## src/rtl/line_mem_pkg.sv

```systemverilog
package line_mem_pkg;
  localparam int WORD_W = 32;
  localparam int LINE_WORDS = 4;

  typedef enum logic [1:0] {
    ID_NONE  = 2'd0,
    ID_CACHE = 2'd1,
    ID_EXT   = 2'd2,
    ID_RSVD  = 2'd3
  } req_id_e;

  typedef enum logic [1:0] {
    RSP_OK      = 2'd0,
    RSP_WAIT    = 2'd1,
    RSP_BLOCKED = 2'd2
  } rsp_e;
endpackage

```

## src/rtl/lm_owner.sv

```systemverilog
module lm_owner
  import line_mem_pkg::*;
(
  input  logic       clk_i,
  input  logic       rst_ni,
  input  logic       req_valid_i,
  input  logic [1:0] req_id_i,
  input  logic       release_i,
  output logic [1:0] own_q_o,
  output logic [1:0] own_cur_o,
  output logic       granted_o
);
  logic [1:0] own_q;
  logic       claim;

  assign claim     = (own_q == ID_NONE) && req_valid_i && (req_id_i != ID_NONE);
  assign own_cur_o = claim ? req_id_i : own_q;
  assign granted_o = req_valid_i && (req_id_i != ID_NONE) && (req_id_i == own_cur_o);
  assign own_q_o   = own_q;

  always_ff @(posedge clk_i or negedge rst_ni) begin
    if (!rst_ni)        own_q <= ID_NONE;
    else if (release_i) own_q <= ID_NONE;
    else                own_q <= own_cur_o;
  end
endmodule

```

## src/rtl/lm_timer.sv

```systemverilog
module lm_timer #(
  parameter int LATENCY = 2,
  parameter int CNT_W   = 2
) (
  input  logic             clk_i,
  input  logic             rst_ni,
  input  logic             active_i,
  input  logic             lower_wait_i,
  output logic [CNT_W-1:0] cnt_o,
  output logic             zero_o,
  output logic             wait_q_o
);
  localparam logic [CNT_W-1:0] RELOAD = CNT_W'(LATENCY);

  logic [CNT_W-1:0] cnt_q;
  logic             wait_q;

  assign zero_o   = (cnt_q == '0);
  assign cnt_o    = cnt_q;
  assign wait_q_o = wait_q;

  always_ff @(posedge clk_i or negedge rst_ni) begin
    if (!rst_ni) begin
      cnt_q  <= RELOAD;
      wait_q <= 1'b0;
    end else begin
      wait_q <= lower_wait_i;
      if (zero_o)                  cnt_q <= RELOAD;
      else if (active_i && !wait_q) cnt_q <= cnt_q - 1'b1;
    end
  end
endmodule

```

## src/rtl/lm_array.sv

```systemverilog
module lm_array #(
  parameter int LINES      = 16,
  parameter int WORD_W     = 32,
  parameter int LINE_WORDS = 4,
  parameter int LINE_W     = 4,
  parameter int OFS_W      = 2
) (
  input  logic                         clk_i,
  input  logic                         rst_ni,
  input  logic                         we_i,
  input  logic [LINE_W-1:0]            line_i,
  input  logic [OFS_W-1:0]             slot_i,
  input  logic [WORD_W-1:0]            wdata_i,
  output logic [LINE_WORDS*WORD_W-1:0] rdata_o
);
  logic [LINES-1:0][LINE_WORDS*WORD_W-1:0] mem_q;

  for (genvar l = 0; l < LINES; l++) begin : g_line
    for (genvar s = 0; s < LINE_WORDS; s++) begin : g_slot
      logic hit;
      assign hit = we_i && (line_i == LINE_W'(l)) && (slot_i == OFS_W'(s));
      always_ff @(posedge clk_i or negedge rst_ni) begin
        if (!rst_ni)  mem_q[l][s*WORD_W +: WORD_W] <= '0;
        else if (hit) mem_q[l][s*WORD_W +: WORD_W] <= wdata_i;
      end
    end
  end

  // out-of-range lines read as zero
  assign rdata_o = (int'(line_i) < LINES) ? mem_q[line_i] : '0;
endmodule

```

## src/rtl/line_mem.sv

```systemverilog
module line_mem
  import line_mem_pkg::*;
#(
  parameter int LINES   = 16,
  parameter int LATENCY = 2,
  parameter int ADDR_W  = $clog2(LINES * LINE_WORDS)
) (
  input  logic                         clk_i,
  input  logic                         rst_ni,
  input  logic                         req_valid_i,
  input  logic [1:0]                   req_id_i,
  input  logic                         req_write_i,
  input  logic [ADDR_W-1:0]            req_addr_i,
  input  logic [WORD_W-1:0]            req_wdata_i,
  input  logic                         lower_wait_i,
  output logic [1:0]                   rsp_o,
  output logic [LINE_WORDS*WORD_W-1:0] rdata_o
);
  localparam int OFS_W  = $clog2(LINE_WORDS);
  localparam int LINE_W = ADDR_W - OFS_W;
  localparam int CNT_W  = (LATENCY < 1) ? 1 : $clog2(LATENCY + 1);

  logic [1:0]       own_q_w, own_cur_w;
  logic             granted_w, zero_w, wait_w, done_w;
  logic [CNT_W-1:0] cnt_w;

  lm_owner i_owner (
    .clk_i,
    .rst_ni,
    .req_valid_i,
    .req_id_i,
    .release_i (zero_w),
    .own_q_o   (own_q_w),
    .own_cur_o (own_cur_w),
    .granted_o (granted_w)
  );

  lm_timer #(.LATENCY(LATENCY), .CNT_W(CNT_W)) i_timer (
    .clk_i,
    .rst_ni,
    .active_i     (own_cur_w != ID_NONE),
    .lower_wait_i,
    .cnt_o        (cnt_w),
    .zero_o       (zero_w),
    .wait_q_o     (wait_w)
  );

  assign done_w = granted_w && zero_w;
  assign rsp_o  = done_w ? RSP_OK : RSP_WAIT;

  lm_array #(
    .LINES(LINES), .WORD_W(WORD_W), .LINE_WORDS(LINE_WORDS),
    .LINE_W(LINE_W), .OFS_W(OFS_W)
  ) i_array (
    .clk_i,
    .rst_ni,
    .we_i    (done_w && req_write_i),
    .line_i  (req_addr_i[ADDR_W-1:OFS_W]),
    .slot_i  (req_addr_i[OFS_W-1:0]),
    .wdata_i (req_wdata_i),
    .rdata_o
  );
endmodule

```

## config.mk

```make
export PLATFORM = sky130hd
export DESIGN_NAME = line_mem
export DESIGN_NICKNAME = d
export VERILOG_FILES = /design/src/rtl/line_mem_pkg.sv /design/src/rtl/lm_owner.sv /design/src/rtl/lm_timer.sv /design/src/rtl/lm_array.sv /design/src/rtl/line_mem.sv
export SDC_FILE = /design/constraint.sdc
export NUM_CORES = 2
export LEC_CHECK = 0
export ABC_CLOCK_PERIOD_IN_PS = 8100
export BUFFER_PORTS_ARGS = -buffer_cell sky130_fd_sc_hd__buf_2
export CORE_MARGIN = 5
export CORE_UTILIZATION = 40
export DETAILED_ROUTE_END_ITERATION = 10
export PLACE_DENSITY = 0.57
export SYNTH_ARGS = -nofsm -noshare
export SYNTH_HDL_FRONTEND = slang
export SYNTH_SLANG_ARGS = --single-unit
```

## constraint.sdc

```tcl
create_clock -name clk_i -period 8.1 [get_ports clk_i]
set_input_delay 1.62 -clock clk_i [delete_from_list [all_inputs] [get_ports clk_i]]
set_output_delay 1.62 -clock clk_i [all_outputs]
set_load 0.01 [all_outputs]
```

==> results.yml <==
synth:
  synth_area_um2: 92610
  synthTopCellsByArea: "dfrtp_1, mux2_2, mux4_2"
  ys_types: 38
  syn_inst: 5737
  synth_top_cell_by_area: "dfrtp_1"
  ys_seq_elements: 2053
  avgSynthCellArea_um2: 16.14
  yosysSeqAreaShare_pct: 55.47
  yosysWarnings: 0
  syn_nets: 5784
  synth_top_area_share_pct: 55.45
die:
  fp-row-count: 176
  die_w_um: 491.2
  pin_count: 175
  die_h_um: 491.2
  core_area_um2: 230100
  start_util_pct: 40.24
  die-area_um2: 241300
worst_setup_path:
  worstRegToRegCells: 6
  cp-startpoint: "req_addr_i[2]"
  end_kind: "primary output"
  path_cells: "buf_8 -> buf_4 -> mux4_2 -> a22oi_1 -> nand2_1 -> buf_2"
  crit_type: "input port to primary output"
  cpMaxStageDelayCell: "buf_4"
  endpoint: "rdata_o[40]"
  r2r_slack_ns: 4.31
  cp.required_ns: 6.48
  worstPathArrival_ns: 4.34
  slowest_delay_ns: 0.63
  r2r-end: "i_array.mem_q[817]"
  startpoint_type: "input port"
  crit_fanout: 68
  r2r-start: "i_owner.own_q_o[0]"
place:
  portBuffers: 173
  globalplace.congestion: 0.7422
  dp_hpwl_um: 151500
routing:
  wl_um: 263900
  drt_iter0_drc: 3498
  detail_route.wl_per_cell_um: 29.61
  first_pass_iters: 7
  viasPerCell: 5.789
  drc: 0
  num_vias: 51598
  ant_nets: 0
sta:
  rsz0062_at_grt: "false"
  fin_crit_sh_pct: 73.61
  timing.clock.skew_ns: 0.04047
  hold_violations: 0
  finalCriticalPeriod_ns: 5.962
  final.setup.tns_ns: 0
  timing.fmax_ghz: 0.1677
  finalMaxSlewViolations: 0
  slew_headroom_pct: 11.39
  worst_slew_pin_slew_ns: 1.325
  setup_viol: 0
cts:
  clock_tree.root_cell: "clkbuf_16"
  cts_hold_buffers: 0
  cts_tree: "built"
  cts_max_path_buffers: 3
  cts.sinks: 2053
  cts.reportedPaths.clkPinSlew_ns: 0.06
  cts_setup_buffers: 0
  cts_htree_levels: 4
  cts_resized: 0
  insertion_delay_ns: 0.85
  cts_buffers: 220
pwr:
  ir_drop_uv: 230.6
  p_leak_nw: 50.41
  p_per_area_nw_per_um2: 220.2
  totalPowerFinal_mw: 22.89
status:
  status: "finished clean"
grt:
  overflow: 0
  grt_pass1_vias: 55627
  antenna_found_initial: 20
  globalRouteTotalUtil_pct: 21.88
  grt_first_pass_wirelength_um: 394600
  grt_start_max_net_pins: 176
hold_path:
  holdPathStages: 1
  hp-class: "flop to flop"
final_layout:
  layout_common_cells: "dfrtp_1, mux2_2, mux4_2"
  final_common_cell: "dfrtp_1"
  drive_above_1_share_pct: 54.25
  fin_nets: 5743
  area_growth_pct: 12.27
job:
  max_cap_viol_count: 0
[synthesized netlist by cell type (all sizes together)]
library cell and number:
nand4 5, clkbuf 273, dfstp 1, nor2 5
nand2b 1, dfrtp 2052, and2 1, nor2b 3
buf 339, nor3 38, nor4bb 2, nor4 24
nor3b 1, mux4 512, mux2i 1, a22oi 256
o21ai 1, a31oi 4, or4 2, and3b 1
and3 1, mux2 2049, nand3b 4, a21bo 1
conb 1, ha 2, nand3 11, nand2 141
inv 4, and4b 1
[worst max-delay path, delay by kind of cell]
kind	cells	cell delay, ns
and+or+nand+nor	1	0.14
muxes	1	0.58
AOI/OAI and AO/OA	1	0.39
buffers and inverters	3	1.41
[through the flow]
stage / cells / util [%] / hold slack (ns) / area, um^2 / worst slack, ns
CTS: 8898 / 45.16 / 0.4828 / 103900 / 2.042
finish: 8913 / 45.18 / 0.4799 / 104000 / 2.138
floorplan: 5737 / - / 0.4524 / 92610 / 3.155
global route: 8907 / 45.18 / 0.4914 / 104000 / 1.918
detailed placement: 8499 / 41.95 / 0.4697 / 96540 / 2.045
global placement: 8498 / 41.94 / 0.4625 / 96510 / 2.025
[kinds of logic (layout without fill, tap and decap cells)]
kind of cell	count (synthesis)	in the layout	synth area share [%]
multiplexers	2562	2562	37.50
adder cells (fa/ha/maj)	2	2	0.02702
other	1	15	0.004049
flip-flops	2053	2053	55.47
AO/OA/AOI/OAI	262	262	2.118
buffers and inverters	616	752	3.102
AND/OR/NAND/NOR	241	241	1.777
[layout make-up]
type,count,area (um^2)
clock buffers,337,6639
inverters,4,15.01
fillers,20004,126100
clock inverters,62,743.2
well taps,3026,3786
multi-input cells,3068,38680
repair buffers,349,2700
flip-flops and latches,2053,51380
diodes,14,35.03
[power by group]
group | switching, mW | total [mW] | internal (mW)
clock | 4.24 | 10.2 | 5.92
sequential | 0.223 | 11.0 | 10.7
combinational | 1.03 | 1.77 | 0.736
total | 5.50 | 22.9 | 17.4
[flip-flops by register name, summed over array words and instances, names as in the netlist]
signal and flops:
i_timer.wait_q_o 1, i_timer.cnt_o 2, i_owner.own_q_o 2, i_array.mem_q 2048
[how the worst min path moves through the flow]
stage,from,slack (ns),to
floorplan,i_array.mem_q[1793],0.45,i_array.mem_q[1793]
CTS,i_array.mem_q[459],0.48,i_array.mem_q[459]
global route,i_array.mem_q[468],0.49,i_array.mem_q[468]
detailed placement,i_array.mem_q[459],0.47,i_array.mem_q[459]
global placement,i_array.mem_q[1742],0.46,i_array.mem_q[1742]
finish,i_array.mem_q[1801],0.48,i_array.mem_q[1801]
[per-layer routing]
metal  wire (um)  global-route usage (%)  vias to the layer above
met2      124700                   34.79                     1087
met4        6692                   5.966                        4
met5          21                       0                        -
met3       12970                   3.697                      347
li1            -                       -                    21335
met1      119500                   31.26                    28825
Power figures use the tool's default switching activity.
